## src/rtl/fpPredCmpPkg.sv

```systemverilog
package fpPredCmpPkg;
  localparam int COND_W = 5;

  // strobes from the control decode to the datapath
  typedef struct packed {
    logic fire;       // legal compare launched
    logic reject;     // start with an undefined code
    logic dbl;        // double format
    logic signaling;  // any NaN raises invalid
    logic takeUn;     // unordered satisfies the predicate
    logic takeEq;     // equal satisfies the predicate
    logic takeLt;     // a < b satisfies the predicate
    logic takeGt;     // a > b satisfies the predicate
  } cmpStrobes_t;
endpackage

```

## src/rtl/fpPredCmpClass.sv

```systemverilog
module fpPredCmpClass #(
  parameter int W  = 32,
  parameter int EW = 8,
  parameter int KW = 64
) (
  input  logic [W-1:0]  val,
  output logic          isNan,
  output logic          isSnan,
  output logic          isZero,
  output logic [KW-1:0] key
);
  localparam int FW = W - EW - 1;

  logic [EW-1:0] expField;
  logic [FW-1:0] fracField;
  logic [W-1:0]  keyNarrow;

  assign expField  = val[W-2 -: EW];
  assign fracField = val[FW-1:0];
  assign isNan     = (&expField) && (|fracField);
  assign isSnan    = isNan && !fracField[FW-1];
  assign isZero    = ~|val[W-2:0];

  // Map sign-magnitude to an unsigned key that follows numeric order.
  assign keyNarrow = val[W-1] ? ~val : {1'b1, val[W-2:0]};
  assign key       = KW'(keyNarrow);
endmodule

```

## src/rtl/fpPredCmpCtrl.sv

```systemverilog
module fpPredCmpCtrl
  import fpPredCmpPkg::*;
(
  input  logic              startIn,
  input  logic              dblIn,
  input  logic [COND_W-1:0] condIn,
  output cmpStrobes_t       strb
);
  logic extended;
  logic legal;

  assign extended = condIn[4];
  // Low block (0-15) is fully populated; high block holds x01, x10, x11.
  assign legal = !extended || (!condIn[2] && (condIn[1:0] != 2'b00));

  always_comb begin
    strb           = '0;
    strb.fire      = startIn && legal;
    strb.reject    = startIn && !legal;
    strb.dbl       = dblIn;
    strb.signaling = condIn[3];
    if (extended) begin
      strb.takeUn = condIn[1] && !condIn[0];
      strb.takeEq = (condIn[1:0] == 2'b01);
      strb.takeLt = 1'b1;
      strb.takeGt = 1'b1;
    end else begin
      strb.takeUn = condIn[0];
      strb.takeEq = condIn[1];
      strb.takeLt = condIn[2];
      strb.takeGt = 1'b0;
    end
  end
endmodule

```

## src/rtl/fpPredCmpDp.sv

```systemverilog
module fpPredCmpDp
  import fpPredCmpPkg::*;
#(
  parameter int DW  = 64,
  parameter int DEW = 11,
  parameter int SW  = 32,
  parameter int SEW = 8
) (
  input  logic          clk,
  input  logic          rst,
  input  cmpStrobes_t   strb,
  input  logic [DW-1:0] opA,
  input  logic [DW-1:0] opB,
  input  logic          clrInvalid,
  output logic [DW-1:0] maskOut,
  output logic          validOut,
  output logic          invalidOut,
  output logic          illegalOut
);
  localparam logic [DW-1:0] SINGLE_MASK = DW'({SW{1'b1}});

  logic [1:0]    sNan, sSnan, sZero, dNan, dSnan, dZero;
  logic [DW-1:0] sKey [2];
  logic [DW-1:0] dKey [2];

  for (genvar op = 0; op < 2; op++) begin : g_opnd
    logic [DW-1:0] raw;
    assign raw = (op == 0) ? opA : opB;

    fpPredCmpClass #(.W(SW), .EW(SEW), .KW(DW)) u_sgl (
      .val(raw[SW-1:0]), .isNan(sNan[op]), .isSnan(sSnan[op]),
      .isZero(sZero[op]), .key(sKey[op]));

    fpPredCmpClass #(.W(DW), .EW(DEW), .KW(DW)) u_dbl (
      .val(raw), .isNan(dNan[op]), .isSnan(dSnan[op]),
      .isZero(dZero[op]), .key(dKey[op]));
  end

  logic [1:0]    nanSel, snanSel, zeroSel;
  logic [DW-1:0] keyA, keyB;
  logic          unord, bothZero, relEq, relLt, relGt, holds, invalidNow;
  logic [DW-1:0] fullMask;

  always_comb begin
    nanSel     = strb.dbl ? dNan    : sNan;
    snanSel    = strb.dbl ? dSnan   : sSnan;
    zeroSel    = strb.dbl ? dZero   : sZero;
    keyA       = strb.dbl ? dKey[0] : sKey[0];
    keyB       = strb.dbl ? dKey[1] : sKey[1];
    fullMask   = strb.dbl ? '1      : SINGLE_MASK;

    unord      = |nanSel;
    bothZero   = &zeroSel;
    relEq      = !unord && (bothZero || (keyA == keyB));
    relLt      = !unord && !bothZero && (keyA < keyB);
    relGt      = !unord && !bothZero && (keyA > keyB);

    holds      = (strb.takeUn && unord) || (strb.takeEq && relEq) ||
                 (strb.takeLt && relLt) || (strb.takeGt && relGt);
    invalidNow = strb.signaling ? unord : (|snanSel);
  end

  always_ff @(posedge clk) begin
    if (rst) begin
      maskOut    <= '0;
      validOut   <= 1'b0;
      illegalOut <= 1'b0;
      invalidOut <= 1'b0;
    end else begin
      validOut   <= strb.fire;
      illegalOut <= strb.reject;
      maskOut    <= (strb.fire && holds) ? fullMask : '0;
      invalidOut <= (strb.fire && invalidNow) || (invalidOut && !clrInvalid);
    end
  end
endmodule

```

## src/rtl/fpPredCmp.sv

```systemverilog
module fpPredCmp
  import fpPredCmpPkg::*;
#(
  parameter int DW  = 64,
  parameter int DEW = 11,
  parameter int SW  = 32,
  parameter int SEW = 8
) (
  input  logic              clk,
  input  logic              rst,
  input  logic              startIn,
  input  logic              dblIn,
  input  logic [COND_W-1:0] condIn,
  input  logic [DW-1:0]     opA,
  input  logic [DW-1:0]     opB,
  input  logic              clrInvalid,
  output logic [DW-1:0]     maskOut,
  output logic              validOut,
  output logic              invalidOut,
  output logic              illegalOut
);
  cmpStrobes_t strb;

  fpPredCmpCtrl u_ctrl (
    .startIn(startIn), .dblIn(dblIn), .condIn(condIn), .strb(strb));

  fpPredCmpDp #(.DW(DW), .DEW(DEW), .SW(SW), .SEW(SEW)) u_dp (
    .clk(clk), .rst(rst), .strb(strb), .opA(opA), .opB(opB),
    .clrInvalid(clrInvalid), .maskOut(maskOut), .validOut(validOut),
    .invalidOut(invalidOut), .illegalOut(illegalOut));
endmodule

```

## config.mk

```make
export PLATFORM = sky130hd
export DESIGN_NAME = fpPredCmp
export DESIGN_NICKNAME = d
export VERILOG_FILES = /design/src/rtl/fpPredCmpPkg.sv /design/src/rtl/fpPredCmpClass.sv /design/src/rtl/fpPredCmpCtrl.sv /design/src/rtl/fpPredCmpDp.sv /design/src/rtl/fpPredCmp.sv
export SDC_FILE = /design/constraint.sdc
export NUM_CORES = 1
export LEC_CHECK = 0
export ABC_AREA = 1
export BUFFER_PORTS_ARGS = -buffer_cell sky130_fd_sc_hd__buf_2
export CORE_MARGIN = 4
export CORE_UTILIZATION = 31
export CTS_BUF_LIST = sky130_fd_sc_hd__clkbuf_8
export CTS_CLUSTER_SIZE = 30
export DETAILED_ROUTE_END_ITERATION = 8
export PLACE_DENSITY = 0.66
export SLEW_MARGIN = 20
export SYNTH_ARGS = -nofsm -noshare
export SYNTH_HDL_FRONTEND = slang
export SYNTH_SLANG_ARGS = --single-unit
```

## constraint.sdc

```tcl
create_clock -name clk -period 3.14 [get_ports clk]
set_input_delay 0.785 -clock clk [delete_from_list [all_inputs] [get_ports clk]]
set_output_delay 0.785 -clock clk [all_outputs]
set_load 0.01 [all_outputs]
```

# --- Word level (Yosys, flattened, before mapping) ---
# Index checks and enable logic that the tools add are counted.
word_totals:
  input_bits: 138
  ff_bits: 67
  output_inout_bits: 67
op_classes:
  bitwise: 5
  eq_ne: 2
  reduce_logical: 61
  mux: 12
  n_lt_le_gt_ge: 2
op_table:
  columns: ["cell", "n"]
  rows:
  - ["64-bit 2-to-1 mux", 5]
  - ["64-bit inverter", 2]
  - ["63-bit OR reduction", 2]
  - ["52-bit OR reduction", 2]
  - ["64-bit equality test", 1]
  - ["64-bit greater-than comparator", 1]
  - ["64-bit < comparator", 1]
  - ["32-bit 2-to-1 mux", 2]
  - ["32-bit inverter", 2]
  - ["31-bit OR reduction", 2]
  - ["23-bit OR reduction", 2]
  - ["1-bit logical AND", 23]
  - ["11-bit AND reduction", 2]
  - ["8-bit AND reduction", 2]
  - ["1-bit zero test", 15]
  - ["1-bit logical OR", 6]
  - ["2-bit 2-to-1 mux", 3]
  - ["2-bit OR reduction", 3]
  - ["4-bit 2-to-1 mux", 1]
  - ["2-bit by 1-bit equality test with 1-bit output (second input constant)", 1]
  - ["2-bit AND reduction", 1]
  - ["2-bit nonzero test", 1]
  - ["1-bit 2-to-1 mux", 1]
  - ["1-bit inverter", 1]

# --- Logic depth before layout (Yosys ltp) ---
# Gate-level depths: netlist of the first run.
depth:
  word_depth: 13
  ltp_mapped: 23
  ltp_nobuf: 20

# --- Hierarchy ---
# Synthesis of the first run repeated with hierarchy kept, for this count alone.
unflattened:
  cells_unflattened: 1080
  area_unflattened_um2: 6962.9
by_module_without_submodules:
  columns: ["module", "area_per_inst_um2", "cells_each", "instances", "seq_area_each_um2"]
  rows:
  - ["fpPredCmpDp", 3689.8, 596, 1, 100.1]
  - ["fpPredCmpClass (u_dp.g_opnd[0].u_dbl ...)", 887.1, 133, 2, 0.0]
  - ["fpPredCmpClass (u_dp.g_opnd[0].u_sgl ...)", 706.9, 101, 2, 0.0]
  - ["fpPredCmpCtrl", 85.1, 16, 1, 0.0]

# --- Least setup slack after synthesis of the first run ---
# OpenSTA, ideal clock, no wires.
synth_timing:
  kind: "input -> register"
  from: "in opB[63]"
  to: "reg u_dp.maskOut[62]"
  setup_slack_ns: 0.235
  setup_time_ns: 0.125
  arrival_time_ns: 2.779
  cell_stages: 18
  required_ns: 3.015
  path_cell_list: "clkbuf_1 > inv_1 > nand2_1 > nand2_1 > buf_2 > xor2_1 > ha_1 > nand2_1 > nor2_1 > nand4_1 > nor2_1 > nand2_1 > nand4_1 > a21oi_1 > nand2_1 > nand3_1 > nand2_2 > nor2_2"
synth_between:
  elab_chain_cells: 13
  word_cells_on_any_way: 19
  classes_between: "2 x order compare; 1 x eq/ne; 2 x mux; 2 x bitwise; 12 x reduce/logical"
synth_rtl:
  columns: ["element", "line", "source"]
  rows:
  - ["from (decl)", "fpPredCmp.sv:15", "input logic [DW-1:0] opB,"]
  - ["64-bit inverter", "fpPredCmpClass.sv:25", "assign keyNarrow = val[W-1] ? ~val : {1'b1, val[W-2:0]};"]
  - ["64-bit 2-to-1 mux *", "fpPredCmpClass.sv:25", null]
  - ["64-bit 2-to-1 mux *", "fpPredCmpDp.sv:49", "keyB = strb.dbl ? dKey[1] : sKey[1];"]
  - ["branches (longest 6 deep; another with 64-bit < comparator)", null, null]
  - ["1-bit logical OR *", "fpPredCmpDp.sv:59", "(strb.takeLt && relLt) || (strb.takeGt && relGt);"]
  - ["1-bit logical AND *", "fpPredCmpDp.sv:72", "maskOut <= (strb.fire && holds) ? fullMask : '0;"]
  - ["1-bit inverter (no source line) *", null, null]
  - ["2-bit OR reduction (no source line) *", null, null]
  - ["to (signal assigned)", "fpPredCmpDp.sv:72", null]
  - ["to (decl)", "fpPredCmpDp.sv:15", "output logic [DW-1:0] maskOut,"]
# Every way passes the cells marked *.
# A chain may end at the register's enable or synchronous reset.

# --- Final worst setup path of the first run ---
layout_timing:
  from: "in opA[63]"
  to: "reg u_dp.maskOut[62]"
layout_between:
  elab_chain_cells: 13
  word_cells_on_any_way: 19
  classes_between: "2 x order compare; 1 x eq/ne; 2 x mux; 2 x bitwise; 12 x reduce/logical"
layout_rtl:
  columns: ["element", "line", "source"]
  rows:
  - ["from (decl)", "fpPredCmp.sv:14", "input logic [DW-1:0] opA,"]
  - ["64-bit inverter", "fpPredCmpClass.sv:25", null]
  - ["64-bit 2-to-1 mux *", "fpPredCmpClass.sv:25", null]
  - ["64-bit 2-to-1 mux *", "fpPredCmpDp.sv:48", "keyA = strb.dbl ? dKey[0] : sKey[0];"]
  - ["branches (longest 6 deep; another with 64-bit < comparator)", null, null]
  - ["1-bit logical OR *", "fpPredCmpDp.sv:59", null]
  - ["1-bit logical AND *", "fpPredCmpDp.sv:72", null]
  - ["1-bit inverter (no source line) *", null, null]
  - ["2-bit OR reduction (no source line) *", null, null]
# Marks and branches as above.

==> metrics, run 1 <==
Residual DRC 0; Final Hold Viols 0; Leakage Power 0.00290 µW; Starting Density 31.7%; setup_tns 0 ps; Slew Viols, Final 0; core area 14,500 µm²; CP max FO 15; CTS tree done; data required time of the worst path 3250 ps; r2r endpoint u_dp.invalidOut$_SDFF_PP0_; min-delay worst type reg2reg; worst reg-to-reg path cell count 2; clk_lat worst skew 220 ps; via count 5,102; most frequent cells in the layout buf_2, nor2_1, nand2_1; die area 16,900 µm²; initial drt markers 201; relative slew slack 51.2%; share of layout cells above drive strength 1 27.2%; Antenna Diode Count 0; row count 44; GR met1 Demand/Resource 20.9%; clock buffer depth 2; drt pass-1 iters 5; FMAX 0.353 GHz; share of Yosys cell area claimed by the top area cell type 17.9%; post-synth cell types 34; status complete, no violations; Clock Skew 0 ps; routing usage on met3 1.02%; Hold Startpoint u_dp.invalidOut$_SDFF_PP0_; initial antenna violation count 0; Top FF cell, synth dfxtp_1; Final setup viols 0; Hold Path End u_dp.invalidOut$_SDFF_PP0_; number of antenna-violating nets in the routed design 0; first-pass GRT wire length 21,600 µm; Slowest cell on crit path buf_4; gpl congestion 0.846; I/O pins 205; Die W 130 µm; WL/cell 12.9 µm; CP max stage delay 290 ps; Yosys warning total 0; Cell Chain, Critical Path buf_2, buf_4, xnor2_1, nor2_1, ha_1, nand2_1, nor2_1, nand4_1, nor3_2, buf_4, nand3b_1, nand2_1, nor2_1, nand2_1, nand3_1, nand2_2, nor2_2; slew at the pin with the worst max-slew slack 731 ps; DR vias/cell 4.65; Clk pin slew, worst setup/hold paths 40 ps; reg2reg start u_dp.invalidOut$_SDFF_PP0_; final core utilization 38.0%; Layout area overhead 19.9%; H-Tree Depth 1; commonest non-fill, non-tap cell in the layout buf_2; RSZ-0062 raised after global routing false; Worst VDD drop 80.0 µV; gr busiest metal met2; post-synthesis instance area 4610 µm²; Clock Sink Count 5; number of max-cap violations 0; Layout Nets 1,118; post-route cell area 5520 µm²; TritonCTS Buffers 3; Final Cycle Share 90.3%; GRT Total Usage 15.5%; GR Layer Usage met2 28.0%; synth top area cells ha_1, nor2_1, nand2_1, buf_4, a21oi_1; vias in the first global route 4,674; die height 130 µm; Mapped Cells 779; Final HPWL DP 12,200 µm; Root Driver clkbuf_8; Power Density 188 nW/µm²; Post-Syn Nets 983; EDFF count, synth 0; hold path cells 2; Seq/Total Area, Yosys 2.17%; syn_area_per_cell 5.91 µm²; r2r setup slk 2580 ps; post-synth top area cell ha_1; CP Class in2reg; asr flop ratio synth 0%; #FFs+latches synth 5; Hold Buf Count CTS 0; Final min period 2830 ps; Critical Path AT 2940 ps; drt total wl 14,100 µm; largest net degree at the start of global routing 64; Remaining Overflow, GRT 0; placed instance area 5410 µm²; CP endpoint kind flop; fillers 1,639; port bufs 204; CP startpoint kind input port
[power breakdown]
| group | internal (µW) | switching, µW | total, µW |
|---|---|---|---|
| logic | 374 | 473 | 847 |
| clock network | 83.8 | 31.0 | 115 |
| registers | 66.8 | 8.10 | 74.9 |
| total | 524 | 512 | 1040 |
[critical path: cells and delay by family]
family / cells / cell delay [ps]
fa+ha+maj: 1 / 290
buf+inv: 3 / 590
simple gates: 12 / 1090
xor+xnor: 1 / 160
[state kept, by name (all words and copies together), names as in the netlist]
signal,count
u_dp.illegalOut,1
u_dp.invalidOut,1
u_dp.maskOut,2
u_dp.validOut,1
[kinds of logic after synthesis]
logic type      Yosys count  share of synthesized area, %
simple gates            333                          30.5
buf+inv                 150                          17.8
flops                     5                          2.17
fa+ha+maj                66                          17.9
compound gates          145                          16.3
mux                       1                         0.217
xor+xnor                 79                          15.0
[cell usage after synthesis, types with 2 or more instances]
library cell	n
clkbuf_1	16
nor3_1	7
nand2_1	130
buf_6	2
nor2_1	131
a21oi_1	80
nor2_2	8
nor2_4	2
inv_2	2
xor2_1	37
nand3_1	27
buf_2	9
nand2_2	6
ha_1	66
buf_4	62
o21a_1	2
xnor2_1	42
dfxtp_1	5
nand4_1	17
o21ai_0	57
inv_1	58
[what timing repair did]
item	4_1_cts	5_1_grt
setup buffers	0	0
endpoints found under the setup margin	0	2
resized for setup	0	6
[worst max path at each step]
| stage | slack [ps] | from | to |
|---|---|---|---|
| floorplan | 240 | opB[63] | u_dp.maskOut[62]$_SDFF_PP0_ |
| finish | 310 | opA[63] | u_dp.maskOut[62]$_SDFF_PP0_ |
| global route | 10 | dblIn | u_dp.maskOut[62]$_SDFF_PP0_ |
| detailed placement | -2 | dblIn | u_dp.maskOut[62]$_SDFF_PP0_ |
| CTS | 210 | dblIn | u_dp.maskOut[62]$_SDFF_PP0_ |
| global placement | 90 | dblIn | u_dp.maskOut[62]$_SDFF_PP0_ |
[final cells by class]
class / count / area, µm² / share of cell area (%)
inverter: 61 / 231 / 4.19
multi-input combinational: 624 / 3700 / 67.0
tap: 184 / 230 / 4.17
sequential: 5 / 100 / 1.81
clock buffer: 3 / 41.3 / 0.747
timing repair buffer: 219 / 1220 / 22.1
clock inverter: 1 / 3.75 / 0.0680
[metrics by stage]
stage | setup slack (ps) | cells | power (µW) | hold WS [ps]
final | 305 | 1097 | 1040 | 461
after global routing | 10.6 | 1097 | 1190 | 497
after CTS | 215 | 1095 | 1030 | 464
after detailed placement | -2.17 | 1091 | 909 | 459
after global placement | 86.2 | 1091 | 900 | 451
after floorplan | 235 | 779 | 672 | 481
[metal layers]
| metal | vias up | part of all wire, % |
|---|---|---|
| li1 | 2752 | - |
| met1 | 2170 | 45 |
| met2 | 174 | 48 |
| met3 | 6 | 6.5 |
| met4 | 0 | 0.50 |
| met5 | - | 0 |
(Power assumes the default switching activity.)
==> run 2, diff against run 1 <==
--- a/config.mk
+++ b/config.mk
@@ -10,10 +10,11 @@
 export CORE_MARGIN = 4
 export CORE_UTILIZATION = 31
 export CTS_BUF_LIST = sky130_fd_sc_hd__clkbuf_8
-export CTS_CLUSTER_SIZE = 30
 export DETAILED_ROUTE_END_ITERATION = 8
-export PLACE_DENSITY = 0.66
+export MAX_ROUTING_LAYER = met4
+export PLACE_DENSITY = 0.62
 export SLEW_MARGIN = 20
 export SYNTH_ARGS = -nofsm -noshare
 export SYNTH_HDL_FRONTEND = slang
+export SYNTH_HIERARCHICAL = 1
 export SYNTH_SLANG_ARGS = --single-unit
==> metrics, run 2 <==
status complete, no violations; dpl cells 1,475 (+35%); Leakage Power 0.00436 µW (+51%); CTS tree done; CP Class in2reg; drt total wl 18,400 µm (+30%); largest net degree at the start of global routing 50 (-22%); share of Yosys cell area claimed by the top area cell type 23.6% (+5.7 points); Seq/Total Area, Yosys 1.44% (-0.74 points); post-CTS setup buffers 0 (unchanged); fillers 2,417 (+47%); Worst VDD drop 65.9 µV (-18%); Critical Path AT 2840 ps (-100 ps); I/O pins 205 (unchanged); Final min period 2740 ps (-93.0 ps); commonest non-fill, non-tap cell in the layout nand2_1; GRT Total Usage 14.2% (-1.3 points); die area 24,900 µm² (+48%); min-delay worst type reg2reg; CP endpoint kind flop; gpl congestion 0.882 (+4.2%); most frequent cells in the layout nand2_1, buf_2, xor2_1; Hold Buf Count CTS 0 (unchanged); #FFs+latches synth 5 (unchanged); share of layout cells above drive strength 1 20.1% (-7.1 points); Residual DRC 0 (unchanged); Final Hold Viols 0 (unchanged); setup_tns 0 ps (unchanged); Clock Skew 0 ps (unchanged); core area 22,000 µm² (+51%); DR vias/cell 4.28 (-8.1%); Final Cycle Share 87.3% (-3.0 points); H-Tree Depth 1 (unchanged); post_cts resized 0 (unchanged); EDFF count, synth 0 (unchanged); post-synth cell types 38 (+12%); initial antenna violation count 5 (+5); FMAX 0.365 GHz (+3.4%); total power 1330 µW (+29%); first-pass GRT wire length 28,200 µm (+30%); via count 6,345 (+24%); post-synth top area cell xor2_1; asr flop ratio synth 0% (unchanged); fin cells 1,484 (+35%); slew at the pin with the worst max-slew slack 715 ps (-16.2 ps); Root Driver clkbuf_8; Clock Sink Count 5 (unchanged); Die W 158 µm (+22%); Remaining Overflow, GRT 0 (unchanged); number of antenna-violating nets in the routed design 0 (unchanged); clk_lat worst skew 220 ps (about the same); vias in the first global route 5,642 (+21%); CP max FO 12 (-3); RSZ-0062 raised after global routing false; drt pass-1 iters 5 (unchanged); Slew Viols, Final 0 (unchanged); initial drt markers 399 (+99%); syn_area_per_cell 6.45 µm² (+9.0%); Layout area overhead 8.93%; max FFs per register 2 (unchanged); Clk pin slew, worst setup/hold paths 40 ps (about the same); Layout Nets 1,402 (+25%); TritonCTS Buffers 3 (unchanged); Mapped Cells 1,080 (+39%); Top FF cell, synth dfxtp_1; Power Density 176 nW/µm² (-6.3%); row count 54 (+23%); relative slew slack 52.3% (+1.1 points); post-synthesis instance area 6960 µm² (+51%); number of max-cap violations 0 (unchanged); top-count cell post-synth nand2_1; die height 158 µm (+22%); synth top area cells xor2_1, nand2_1, buf_4, ha_1, mux2i_1; clock buffer depth 2 (unchanged); largest reg by FF count u_dp/maskOut; top post-synthesis cells by count nand2_1, xor2_1, buf_4; Final setup viols 0 (unchanged); Yosys warning total 6 (+6); data required time of the worst path 3240 ps (about the same); port bufs 204 (unchanged); WL/cell 12.4 µm (-3.7%); CP startpoint kind input port; Final HPWL DP 15,800 µm (+29%); Starting Density 31.7% (about the same)
run 2: changes by cell type after synthesis, sizes merged, moves of 26 or more:
cell	delta
xor2	+151
a21oi	-46
o21ai	-49
inv	-26
buf	+93
xnor2	-42
mux2i	+63
nand2	+179
run 2: cell families (layout without fill, tap and decap cells):
group | Yosys count | after routing | share of synthesized area [%]
simple gates | 496 | 496 | 28.5
buf+inv | 208 | 265 | 21.1
xor+xnor | 188 | 188 | 23.6
fa+ha+maj | 64 | 64 | 11.5
mux | 64 | 64 | 9.20
compound gates | 53 | 53 | 4.51
flops | 5 | 5 | 1.44
other cells | 2 | 69 | 0.108
run 2: path summary, 6_finish.rpt:
path	from	endpoint	slack, ps	cells past startpoint
worst min register to register	u_dp/invalidOut$_SDFF_PP0_	u_dp/invalidOut$_SDFF_PP0_	460	2
worst min-delay path	u_dp/invalidOut$_SDFF_PP0_	u_dp/invalidOut$_SDFF_PP0_	460	2
worst max-delay path	opB[63]	u_dp/maskOut[62]$_SDFF_PP0_	400	14
worst max register to register	u_dp/invalidOut$_SDFF_PP0_	u_dp/invalidOut$_SDFF_PP0_	2560	2
run 2: where the power goes:
part	internal [µW]	switching [µW]	leakage [µW]
Clock	83.9	32.4	0.0000269
Combinational	495	647	0.00430
Sequential	67.0	7.93	0.0000409
run 2: layout make-up:
type	count	area (µm²)	share of cell area, %
multi-input combinational	929	5630	74.2
timing repair buffer	226	1320	17.4
tap	280	350	4.62
inverter	35	131	1.73
sequential	5	100	1.32
clock buffer	3	41.3	0.544
antenna	5	12.5	0.165
clock inverter	1	3.75	0.0495
run 2: critical path, cell delays in order:
cell	delay, ps
buf_4	220
buf_4	270
xor2_1	200
mux2i_1	100
ha_1	300
nand2_1	70
nor2_1	100
nand4_1	150
nor3_1	260
a31oi_1	100
nand2_1	90
nand3_2	60
nand2_2	70
nor2_2	30
run 2: per-layer routing:
metal / up-vias / share of wire [%] / global-route usage [%]
li1: 3480 / - / -
met1: 2722 / 45 / 19.1
met2: 137 / 49 / 24.2
met3: 6 / 5.4 / 0.957
met4: 0 / 0.51 / 1.60
met5: - / 0 / -
run 2: per-stage QoR:
| stage | area, µm² | util (%) | hold WS, ps | setup WS [ps] |
|---|---|---|---|---|
| after global routing | 7580 | 34.5 | 483 | 168 |
| final | 7580 | 34.5 | 464 | 398 |
| after detailed placement | 7530 | 34.3 | 463 | 156 |
| after global placement | 7530 | 34.3 | 451 | 192 |
| after CTS | 7570 | 34.5 | 467 | 388 |
| after floorplan | 7200 | - | 481 | 314 |
==> run 3, diff against run 2 <==
--- a/config.mk
+++ b/config.mk
@@ -6,13 +6,13 @@
 export NUM_CORES = 1
 export LEC_CHECK = 0
 export ABC_AREA = 1
-export BUFFER_PORTS_ARGS = -buffer_cell sky130_fd_sc_hd__buf_2
 export CORE_MARGIN = 4
 export CORE_UTILIZATION = 31
 export CTS_BUF_LIST = sky130_fd_sc_hd__clkbuf_8
 export DETAILED_ROUTE_END_ITERATION = 8
+export DONT_BUFFER_PORTS = 1
 export MAX_ROUTING_LAYER = met4
-export PLACE_DENSITY = 0.62
+export PLACE_DENSITY = 0.55
 export SLEW_MARGIN = 20
 export SYNTH_ARGS = -nofsm -noshare
 export SYNTH_HDL_FRONTEND = slang
==> metrics, run 3 (synthesis gave the netlist of run 2 again) <==
hold path cells 2 (unchanged); post-CTS setup buffers 0 (unchanged); via count 5,579 (-12%); relative slew slack 38.2% (-14 points); drt pass-1 iters 5 (unchanged); CP max stage delay 280 ps (-20 ps); Starting Density 31.7% (unchanged); I/O pins 205 (unchanged); post-route cell area 6280 µm² (-17%); status complete, no violations; data required time of the worst path 3290 ps (+50 ps); Root Driver clkbuf_8; critical path's most frequent cell nand2_1; Clk pin slew, worst setup/hold paths 40 ps (about the same); Antenna Diode Count 0 (-5); worst setup path startpoint opB[5]; Hold Buf Count CTS 0 (unchanged); initial drt markers 252 (-37%); Die W 158 µm (unchanged); CP Class in2reg; most frequent cells in the layout nand2_1, xor2_1, nor2_1; max FFs per register 2 (unchanged); clock buffer depth 2 (unchanged); Remaining Overflow, GRT 0 (unchanged); r2r endpoint u_dp/invalidOut$_SDFF_PP0_; Residual DRC 0 (unchanged); Final Hold Viols 0 (unchanged); met3 routed WL 1270 µm (+28%); wl on met1 7770 µm (-7.1%); commonest non-fill, non-tap cell in the layout nand2_1; CTS tree done; r2r setup slk 2510 ps (-50 ps); Leakage Power 0.00333 µW (-24%); H-Tree Depth 1 (unchanged); die height 158 µm (unchanged); Clock Sink Count 5 (unchanged); Slew Viols, Final 0 (unchanged); Clock Skew 0 ps (unchanged); Hold Startpoint u_dp/invalidOut$_SDFF_PP0_; first-pass GRT wire length 26,600 µm (-5.5%); Final HPWL DP 14,000 µm (-11%); Final setup viols 0 (unchanged); setup_tns 0 ps (unchanged); Layout Nets 1,179 (-16%); share of layout cells above drive strength 1 2.05% (-18 points); drt total wl 17,400 µm (-5.7%); Cell Chain, Critical Path nor2_1, nand2_1, nor2_1, nand2_1, nor2_1, nand2_1, nand2_1, inv_1, o31ai_4, nand3_1, a31oi_1, nand2_1, nand3_2, nand2_2, nor2_2; largest net degree at the start of global routing 132 (+160%); reg2reg start u_dp/invalidOut$_SDFF_PP0_; RSZ-0062 raised after global routing false; min-delay worst type reg2reg; slew at the pin with the worst max-slew slack 931 ps (+216 ps); largest reg by FF count u_dp/maskOut; vias in the first global route 5,268 (-6.6%); Final Cycle Share 78.2% (-9.1 points); number of max-cap violations 0 (unchanged); post_cts resized 0 (unchanged); die area 24,900 µm² (unchanged); GRT Total Usage 13.7% (-0.48 points); top routing layer used met4; gpl congestion 0.805 (-8.7%); TritonCTS Buffers 3 (unchanged); port bufs 0 (-100%); CP startpoint kind input port; Power Density 158 nW/µm² (-10%); row count 54 (unchanged); CP endpoint kind flop; number of antenna-violating nets in the routed design 0 (unchanged); fillers 2,474 (+2.4%); CP max FO 5 (-7); Final min period 2460 ps (-287 ps); FMAX 0.407 GHz (+12%); Critical Path AT 2610 ps (-230 ps); placed instance area 6240 µm² (-17%); Worst VDD drop 50.7 µV (-23%); Slowest cell on crit path o31ai_4; Hold Path End u_dp/invalidOut$_SDFF_PP0_; initial antenna violation count 0 (-5); WL/cell 13.8 µm (+11%); core area 22,000 µm² (unchanged); met2 wire length 8110 µm (-9.4%); worst reg-to-reg path cell count 2 (unchanged); DR vias/cell 4.44 (+3.9%); clk_lat worst skew 220 ps (about the same); Layout area overhead -9.76%
run 3: cell count changes in the layout (fill, tap and decap cells not counted):
cell	change
diode_2	-5
dfxtp_4	+2
buf_4	-12
dfxtp_1	-2
buf_12	-10
buf_2	-201
run 3: worst max-delay path by stage:
stage                                             end  cells past startpoint
after global placement    u_dp/maskOut[62]$_SDFF_PP0_                     15
after detailed placement  u_dp/maskOut[62]$_SDFF_PP0_                     15
after floorplan           u_dp/maskOut[62]$_SDFF_PP0_                     20
after global routing      u_dp/maskOut[62]$_SDFF_PP0_                     15
after CTS                 u_dp/maskOut[62]$_SDFF_PP0_                     15
final                     u_dp/maskOut[62]$_SDFF_PP0_                     15
run 3: where the power goes:
group	leakage (µW)	total (µW)	internal, µW	switching, µW
registers	0.0000424	101	66.3	34.5
clock network	0.0000269	115	83.8	31.1
logic	0.00326	777	378	399
total	0.00333	993	528	464
run 3: final cells by class:
cell class | count | area [µm²] | share of cell area, %
Sequential cell | 5 | 108 | 1.71
Inverter | 35 | 131 | 2.09
Multi-Input combinational cell | 929 | 5630 | 89.5
Clock buffer | 3 | 41.3 | 0.657
Timing Repair Buffer | 3 | 22.5 | 0.358
Tap cell | 280 | 350 | 5.58
Clock inverter | 1 | 3.75 | 0.0597
run 3: critical path: cells and delay by family:
kind,cells,cell delay [ps]
buffers and inverters,1,70
AOI/OAI and AO/OA,2,430
and+or+nand+nor,12,1320
run 3: per-layer routing:
metal | vias up | track usage [%]
met2 | 138 | 23.1
li1 | 3020 | -
met5 | - | -
met4 | 0 | 2.34
met3 | 14 | 3.12
met1 | 2407 | 17.0
run 3: metrics by stage:
stage | total power (µW) | hold slack, ps | instances | setup WS [ps] | util, %
2_1_floorplan | 978 | 481 | 1142 | 314 | -
3_3_place_gp | 875 | 499 | 1252 | 491 | 28.4
3_5_place_dp | 882 | 506 | 1252 | 471 | 28.4
4_1_cts | 1010 | 511 | 1256 | 685 | 28.6
5_1_grt | 1160 | 542 | 1256 | 449 | 28.6
6_report | 993 | 506 | 1256 | 685 | 28.6
